## src/rtl/pin_irq_detect.sv

```systemverilog
module pin_irq_detect #(
  parameter int NB     = 2,
  parameter int ADDR_W = 8
) (
  input  logic              clk,
  input  logic              rst,
  input  logic [NB*32-1:0]  pin_in,
  input  logic              wr_en,
  input  logic [ADDR_W-1:0] wr_addr,
  input  logic [31:0]       wr_data,
  input  logic [ADDR_W-1:0] rd_addr,
  output logic [31:0]       rd_data,
  output logic              irq
);
  localparam int W  = 32;
  localparam int N  = NB * W;
  localparam int BW = ADDR_W - 5;

  logic [N-1:0] en_q, t0_q, t1_q, t2_q, st_q, prev_q;
  logic [N-1:0] rise, fall, edge_ev, lvl_ev, hit, clr;

  wire [BW-1:0] wr_bank = wr_addr[ADDR_W-1:5];
  wire [2:0]    wr_idx  = wr_addr[4:2];
  wire [BW-1:0] rd_bank = rd_addr[ADDR_W-1:5];
  wire [2:0]    rd_idx  = rd_addr[4:2];

  assign rise    = pin_in & ~prev_q;
  assign fall    = ~pin_in & prev_q;
  assign edge_ev = (t2_q & (rise | fall)) | (~t2_q & ((t0_q & rise) | (~t0_q & fall)));
  assign lvl_ev  = ~(pin_in ^ t0_q);
  assign hit     = en_q & ((t1_q & lvl_ev) | (~t1_q & edge_ev));

  generate
    for (genvar b = 0; b < NB; b++) begin : g_clr
      assign clr[b*W +: W] = (wr_en && wr_bank == BW'(b) && wr_idx == 3'd4) ? wr_data : '0;
    end
  endgenerate

  always_ff @(posedge clk) begin
    if (rst) begin
      en_q   <= '0;
      t0_q   <= '0;
      t1_q   <= '0;
      t2_q   <= '0;
      st_q   <= '0;
      prev_q <= '0;
    end else begin
      prev_q <= pin_in;
      st_q   <= (st_q & ~clr) | hit;
      for (int b = 0; b < NB; b++) begin
        if (wr_en && wr_bank == BW'(b)) begin
          case (wr_idx)
            3'd0: en_q[b*W +: W] <= wr_data;
            3'd1: t0_q[b*W +: W] <= wr_data;
            3'd2: t1_q[b*W +: W] <= wr_data;
            3'd3: t2_q[b*W +: W] <= wr_data;
            default: ;
          endcase
        end
      end
    end
  end

  always_comb begin
    rd_data = '0;
    for (int b = 0; b < NB; b++) begin
      if (rd_bank == BW'(b)) begin
        case (rd_idx)
          3'd0: rd_data = en_q[b*W +: W];
          3'd1: rd_data = t0_q[b*W +: W];
          3'd2: rd_data = t1_q[b*W +: W];
          3'd3: rd_data = t2_q[b*W +: W];
          3'd4: rd_data = st_q[b*W +: W];
          default: rd_data = '0;
        endcase
      end
    end
  end

  assign irq = |(st_q & en_q);
endmodule

```

## config.mk

```make
export PLATFORM = sky130hd
export DESIGN_NAME = pin_irq_detect
export DESIGN_NICKNAME = d
export VERILOG_FILES = /design/src/rtl/pin_irq_detect.sv
export SDC_FILE = /design/constraint.sdc
export NUM_CORES = 1
export LEC_CHECK = 0
export ABC_CLOCK_PERIOD_IN_PS = 2200
export BUFFER_PORTS_ARGS = -buffer_cell sky130_fd_sc_hd__buf_2
export CORE_MARGIN = 1.5
export CORE_UTILIZATION = 60
export CTS_BUF_LIST = sky130_fd_sc_hd__clkbuf_4 sky130_fd_sc_hd__clkbuf_8 sky130_fd_sc_hd__clkbuf_16
export DETAILED_ROUTE_END_ITERATION = 6
export GPL_TIMING_DRIVEN = 0
export PLACE_DENSITY = 0.76
export SETUP_SLACK_MARGIN = 0.5
export SYNTH_ARGS = -nofsm -noshare
export SYNTH_HDL_FRONTEND = slang
export SYNTH_SLANG_ARGS = --single-unit
```

## constraint.sdc

```tcl
create_clock -name clk -period 2.2 [get_ports clk]
set_input_delay 0.33 -clock clk [delete_from_list [all_inputs] [get_ports clk]]
set_output_delay 0.33 -clock clk [all_outputs]
set_load 0.01 [all_outputs]
```

==> impl_metrics.csv, run 1 <==
group,metric,value,unit
cts,cts_buffers,43,
timing,clock_skew,6.973,ps
route,ant_nets,0,
power_and_ir_drop,p_sw_frac,0.2556,
cells_and_area,drive_above_1_share,0.2097,
timing,whs,50.75,ps
cells_and_area,fill_cells,2608,
power_and_ir_drop,ir_worst_vdd,718.6,uV
setup_path,path_class,"register to output port",
die,initial_utilization,0.6123,
synth,synth-edff-count,0,
cells_and_area,area_growth,20.41,%
global_routing,busiest_layer,"met2",
route,routed_wl,84.84,mm
status,outcome,"finished, violations left",
timing,max-slew-margin-rel,0.3524,
timing,worst_slew_pin_slew,971.4,ps
route,drc,0,
die,ios,148,
global_routing,grt_use_total,0.4688,
power_and_ir_drop,switchingPower,4.192,mW
power_and_ir_drop,powerDensity,661.7,nW/um^2
power_and_ir_drop,seqPwrFrac,0.433,
cts,cts.sinks,384,
setup_path,timing.rr.start,"t0_q[33]",
global_routing,gr-usage-met1,0.5670,
timing,fmax,0.3755,GHz
cts,path_clk_slew,70,ps
setup_path,crit_start,"en_q[11]",
setup_path,critPathCaptureType,"output port",
die,num_rows,67,
status,failed_checks,"setup timing",
cts,clock_latency,550,ps
cts,clockRootBuffer,"clkbuf_16",
die,dieHeight,188.2,um
route,drtIter0Drc,2757,
route,vias,21700,
synth,syn_nets,2841,
die,die_w,188.2,um
placed_design,place.port_buffers,107,
worst_hold_path,min_path_type,"primary input to register",
timing,period_share,1.211,
die,core,33620,um^2
timing,fin_ws,-463.4,ps
synth,synth_area,20580,um^2
synth,synthFlopType,"dfxtp_1",
cts,cts_tree,"done",
setup_path,critPathLaunchType,"register",
die,die-area,35430,um^2
worst_hold_path,hold_path_startpoint,"pin_in[4]",
setup_path,cp.arrival,2330,ps
timing,finalHoldViolations,0,
setup_path,required,1870,ps
synth,syn_inst,2598,
global_routing,grt_pass1_vias,20970,
timing,grt_setup_unrepaired,"yes",
job,max-cap-violations,0,
global_routing,grt_pass1_wl,125.3,mm
global_routing,grt_use_met2,0.7194,
setup_path,cp_max_fo,4,
placed_design,place_hpwl,61.52,mm
cells_and_area,final_net_count,3035,
setup_path,r2r_slack,590,ps
synth,avgSynthCellArea,7.923,um^2
global_routing,grt_overflow,0,
synth,async_reset_ff_frac,0,
timing,slew_violations,0,
synth,ys_ff_latch,384,
placed_design,post-place-ws,-706.3,ps
global_routing,grtUsageMet3,0.1099,
cells_and_area,fin_cells,3273,
synth,synth_cell_types,41,
timing,setup_viol,4,
timing,period_needed,2663,ps
cts,clockBufferDepth,3,
power_and_ir_drop,p_leak,9.937,nW
power_and_ir_drop,intPower,12.21,mW
cts,cts_htree_levels,2,
route,first_pass_iters,6,
power_and_ir_drop,pwr-share-comb,0.099,
synth,yosysSeqAreaShare,0.3735,
global_routing,grt_max_degree,13,
placed_design,place.gp.congestion,1.060,
route,via_per_inst,6.631,
route,wl_per_cell,25.92,um
synth,yosys_warnings,0,
power_and_ir_drop,clkPwrFrac,0.469,
placed_design,dp.cells,3153,
global_routing,antenna_found_initial,2,
[worst max-delay path: stages (launching register included)]
cell and delay (ps):
dfxtp_1 380, a22o_4 280, a221oi_2 270, nand4_1 150, or4_4 550, buf_6 150
[repair_timing]
| action | 4_1_cts | 5_1_grt |
|---|---|---|
| hold buffers | 0 | 0 |
| gates resized for setup | 308 | 76 |
| setup buffers | 38 | 4 |
| pin swaps | 56 | 39 |
| endpoints found under the setup margin | 401 | 232 |
[cell usage after synthesis (all sizes together), types with 47 or more instances]
cell type | number | area share
o22ai | 107 | 0.033
dfxtp | 384 | 0.37
xnor2 | 64 | 0.027
a21oi | 339 | 0.082
nor2b | 66 | 0.020
o21ai | 104 | 0.025
nand2b | 64 | 0.019
nand2 | 520 | 0.095
a211o | 64 | 0.027
ha | 128 | 0.078
clkbuf | 154 | 0.028
buf | 47 | 0.013
a22oi | 150 | 0.055
nor2 | 71 | 0.013
inv | 158 | 0.029
[registers in the layout, summed over array words and instances, names as in the netlist]
register and count:
t1_q 64, st_q 64, t2_q 64, t0_q 64, en_q 64, prev_q 64
[layout by cell type (no fill, tap or decap), drive strengths merged, types with 2 or more instances in the layout]
master / n
xnor2: 64
ha: 128
and2: 6
a211o: 64
nand2: 520
nor3b: 3
nor2: 71
a22oi: 150
nand2b: 64
inv: 158
a221oi: 16
diode: 2
a32o: 19
bufinv: 4
o22ai: 107
mux2: 43
dfxtp: 384
clkbuf: 211
buf: 202
nand4: 4
nor2b: 66
nor3: 2
a21oi: 339
clkinv: 9
or2: 2
mux2i: 42
nand3: 4
o21ai: 104
a22o: 28
[power by group through the flow]
stage | sequential, mW | combinational [mW] | clock (mW)
2_1_floorplan | 7.23 | 0.815 | 0
3_3_place_gp | 7.24 | 1.35 | 0
3_5_place_dp | 7.25 | 1.40 | 0
4_1_cts | 7.09 | 1.53 | 7.61
5_1_grt | 7.10 | 1.69 | 7.88
6_report | 7.09 | 1.62 | 7.68
[path summary, 6_finish.rpt]
check | endpoint | depth (start not counted)
setup reg to reg | st_q[33] | 4
hold reg to reg | t2_q[15] | 2
hold / removal | prev_q[4] | 3
setup / recovery | irq | 5
[per-layer routing]
layer	wire, um	vias to the layer above
met4	7619	0
met3	10230	442
li1	-	9355
met5	0	-
met1	30510	10340
met2	36480	1567
[through the flow]
| stage | area [um^2] | setup TNS, ps | power, mW | util |
|---|---|---|---|---|
| after floorplan | 20680 | 0 | 8.046 | - |
| after global placement | 21780 | -131700 | 8.595 | 0.6478 |
| after detailed placement | 21780 | -140570 | 8.655 | 0.6478 |
| after CTS | 24580 | -460.5 | 16.24 | 0.7312 |
| after global routing | 24780 | -548.8 | 16.67 | 0.7372 |
| final | 24790 | -543.1 | 16.40 | 0.7373 |
[kinds of logic (layout without fill, tap and decap cells)]
group	count (synthesis)	after routing	synth area share
xor gates and xnor gates	64	64	0.02723
buffers and inverters	359	584	0.06942
DFF	384	384	0.3735
muxes	85	85	0.04395
AOI/OAI and AO/OA	830	830	0.2513
and+or+nand+nor	748	748	0.1568
other	0	2	0
adders and majority gates	128	128	0.07781
[area by class of cell]
class	count	area [um^2]	share of cell area
Multi-Input combinational cell	1855	12220	0.4930
Inverter	158	593.1	0.02393
Buffer	201	1147	0.04629
Timing Repair Buffer	149	954.7	0.03852
Clock buffer	63	1330	0.05366
Clock inverter	13	165.2	0.006664
Sequential cell	384	7811	0.3152
Antenna cell	2	5.005	0.0002019
Tap cell	448	560.5	0.02262
No activity file was read; power rests on OpenSTA's default activity.
==> inputs of run 2 (changes only) <==
--- a/config.mk
+++ b/config.mk
@@ -13,5 +13,5 @@
 export DETAILED_ROUTE_END_ITERATION = 6
 export GPL_TIMING_DRIVEN = 0
-export PLACE_DENSITY = 0.76
+export PLACE_DENSITY = 0.79
 export SETUP_SLACK_MARGIN = 0.5
 export SYNTH_ARGS = -nofsm -noshare
==> constraint.sdc (replaced) <==
create_clock -name clk -period 2.2 [get_ports clk]
set_input_delay 0.33 -clock clk [delete_from_list [all_inputs] [get_ports clk]]
set_output_delay 0.33 -clock clk [all_outputs]
set_load 0.1 [all_outputs]
==> impl_metrics.csv, run 2 (synthesis gave the netlist of run 1 again) <==
group,metric,value,unit
status,outcome,"finished, violations left",
status,failed_checks,"DRC, setup timing",
power_and_ir_drop,ir_worst_vdd,624.5,uV
die,dieHeight,188.2,um
cells_and_area,multiInputGateArea,12770,um^2
setup_path,path_class,"register to output port",
power_and_ir_drop,intPower,12.05,mW
timing,grt_setup_unrepaired,"yes",
global_routing,grt_use_total,0.4740,
cts,clock_latency,570,ps
global_routing,antenna_found_initial,2,
setup_path,crit_start,"en_q[57]",
cts,cts_htree_levels,2,
cts,cts_buffers,43,
die,ios,148,
setup_path,cp_cell_sequence,"a22o_1, a221oi_2, nand4_1, or4_4, buf_12",
worst_hold_path,hold_path_startpoint,"pin_in[7]",
timing,worst_slew_pin_slew,985.3,ps
job,max-cap-violations,0,
setup_path,cp.arrival,2360,ps
die,initial_utilization,0.6123,
cts,path_clk_slew,60,ps
setup_path,cp_max_fo,4,
die,core,33620,um^2
route,drtIter0Drc,3486,
power_and_ir_drop,seqPwrFrac,0.435,
cts,clockBufferDepth,3,
timing,clock_skew,21.83,ps
global_routing,grt_pass1_wl,126.5,mm
cts,cts.sinks,384,
placed_design,place.port_buffers,107,
cts,cts_tree,"done",
timing,fin_ws,-485.9,ps
route,routed_wl,87.17,mm
cells_and_area,drive_above_1_share,0.2214,
timing,slew_violations,0,
cells_and_area,mostFrequentLayoutCell,"nand2_1",
timing,finalHoldViolations,0,
global_routing,grt_overflow,0,
global_routing,grt_pass1_vias,20650,
power_and_ir_drop,finalPower,16.31,mW
power_and_ir_drop,p_sw_frac,0.2610,
route,ant_nets,0,
route,via_per_inst,6.685,
placed_design,place_hpwl,61.88,mm
cts,clockRootBuffer,"clkbuf_16",
timing,max-slew-margin-rel,0.3431,
setup_path,critPathCaptureType,"output port",
timing,setup_viol,32,
cells_and_area,final_net_count,3030,
cells_and_area,seqCellArea,7790,um^2
power_and_ir_drop,clkPwrFrac,0.457,
cts,ctsHoldBuffers,0,
setup_path,critical-path-slowest-cell,"or4_4",
cells_and_area,fill_cells,2464,
cells_and_area,final_cell_mix,"519 x nand2_1, 337 x a21oi_1, 306 x dfxtp_1",
worst_hold_path,min_path_type,"primary input to register",
power_and_ir_drop,powerDensity,635.7,nW/um^2
setup_path,max_stage_delay,610,ps
power_and_ir_drop,p_leak,10.05,nW
setup_path,required,1870,ps
die,die-area,35430,um^2
setup_path,critPathLaunchType,"register",
route,vias,21820,
route,first_pass_iters,7,
power_and_ir_drop,switchingPower,4.257,mW
timing,fmax,0.3723,GHz
setup_path,timing.rr.start,"prev_q[16]",
die,die_w,188.2,um
die,num_rows,67,
route,wl_per_cell,26.71,um
placed_design,place.gp.congestion,1.037,
timing,period_share,1.221,
cells_and_area,fin_util,0.7632,
timing,period_needed,2686,ps
global_routing,grt_max_degree,13,
route,drc,14,
cells_and_area,area_growth,24.64,%
power_and_ir_drop,pwr-share-comb,0.107,
[run 2: metal layers]
layer | global-route usage | vias to the layer above | wire [um]
met1 | 0.6126 | 10370 | 32750
met3 | 0.1337 | 379 | 11760
li1 | - | 9349 | -
met2 | 0.7071 | 1719 | 37190
met4 | 0.2738 | 2 | 5450
met5 | 0.004121 | - | 19
[run 2: timing repair]
item / in CTS / in global routing
gates cloned: 0 / 0
pin swaps: 68 / 41
setup endpoints to repair: 415 / 233
setup buffers: 32 / 5
gates resized for setup: 412 / 95
[run 2: final timing paths]
path / to / slack (ps) / cells past startpoint
worst max-delay path: irq / -490 / 5
worst min-delay path: prev_q[7] / 40 / 3
worst max register to register: st_q[16] / 570 / 5
worst min register to register: t1_q[45] / 480 / 2
[run 2: through the flow]
stage	setup TNS, ps	hold WS (ps)	area [um^2]	worst slack [ps]	std cells
floorplan	0	458.8	21090	274.8	2598
global placement	-152070	468.3	22180	-880.0	3153
detailed placement	-160650	476.6	22180	-895.0	3153
CTS	-1636	49.07	25380	-441.5	3257
global route	-2574	70.74	25650	-499.7	3263
finish	-2507	43.64	25660	-485.9	3264
[run 2: worst max-delay path, delay by kind of cell, from the launching register on]
family,cells,cell delay [ps]
and+or+nand+nor,2,750
AOI/OAI and AO/OA,2,430
DFF,1,410
buffers and inverters,1,190
[run 2: cell type report]
cell class / count / area share
Clock inverter: 6 / 0.003121
Antenna cell: 2 / 0.0001951
Multi-Input combinational cell: 1855 / 0.4978
Clock buffer: 66 / 0.05296
Sequential cell: 384 / 0.3036
Buffer: 201 / 0.04531
Inverter: 158 / 0.02312
Timing Repair Buffer: 144 / 0.05199
Tap cell: 448 / 0.02185
[run 2: power groups by stage]
stage	Sequential, mW	Combinational (mW)	Clock, mW
6_report	7.10	1.75	7.46
5_1_grt	7.11	1.81	7.65
4_1_cts	7.10	1.63	7.36
3_5_place_dp	7.25	1.48	0
3_3_place_gp	7.24	1.44	0
2_1_floorplan	7.23	0.889	0
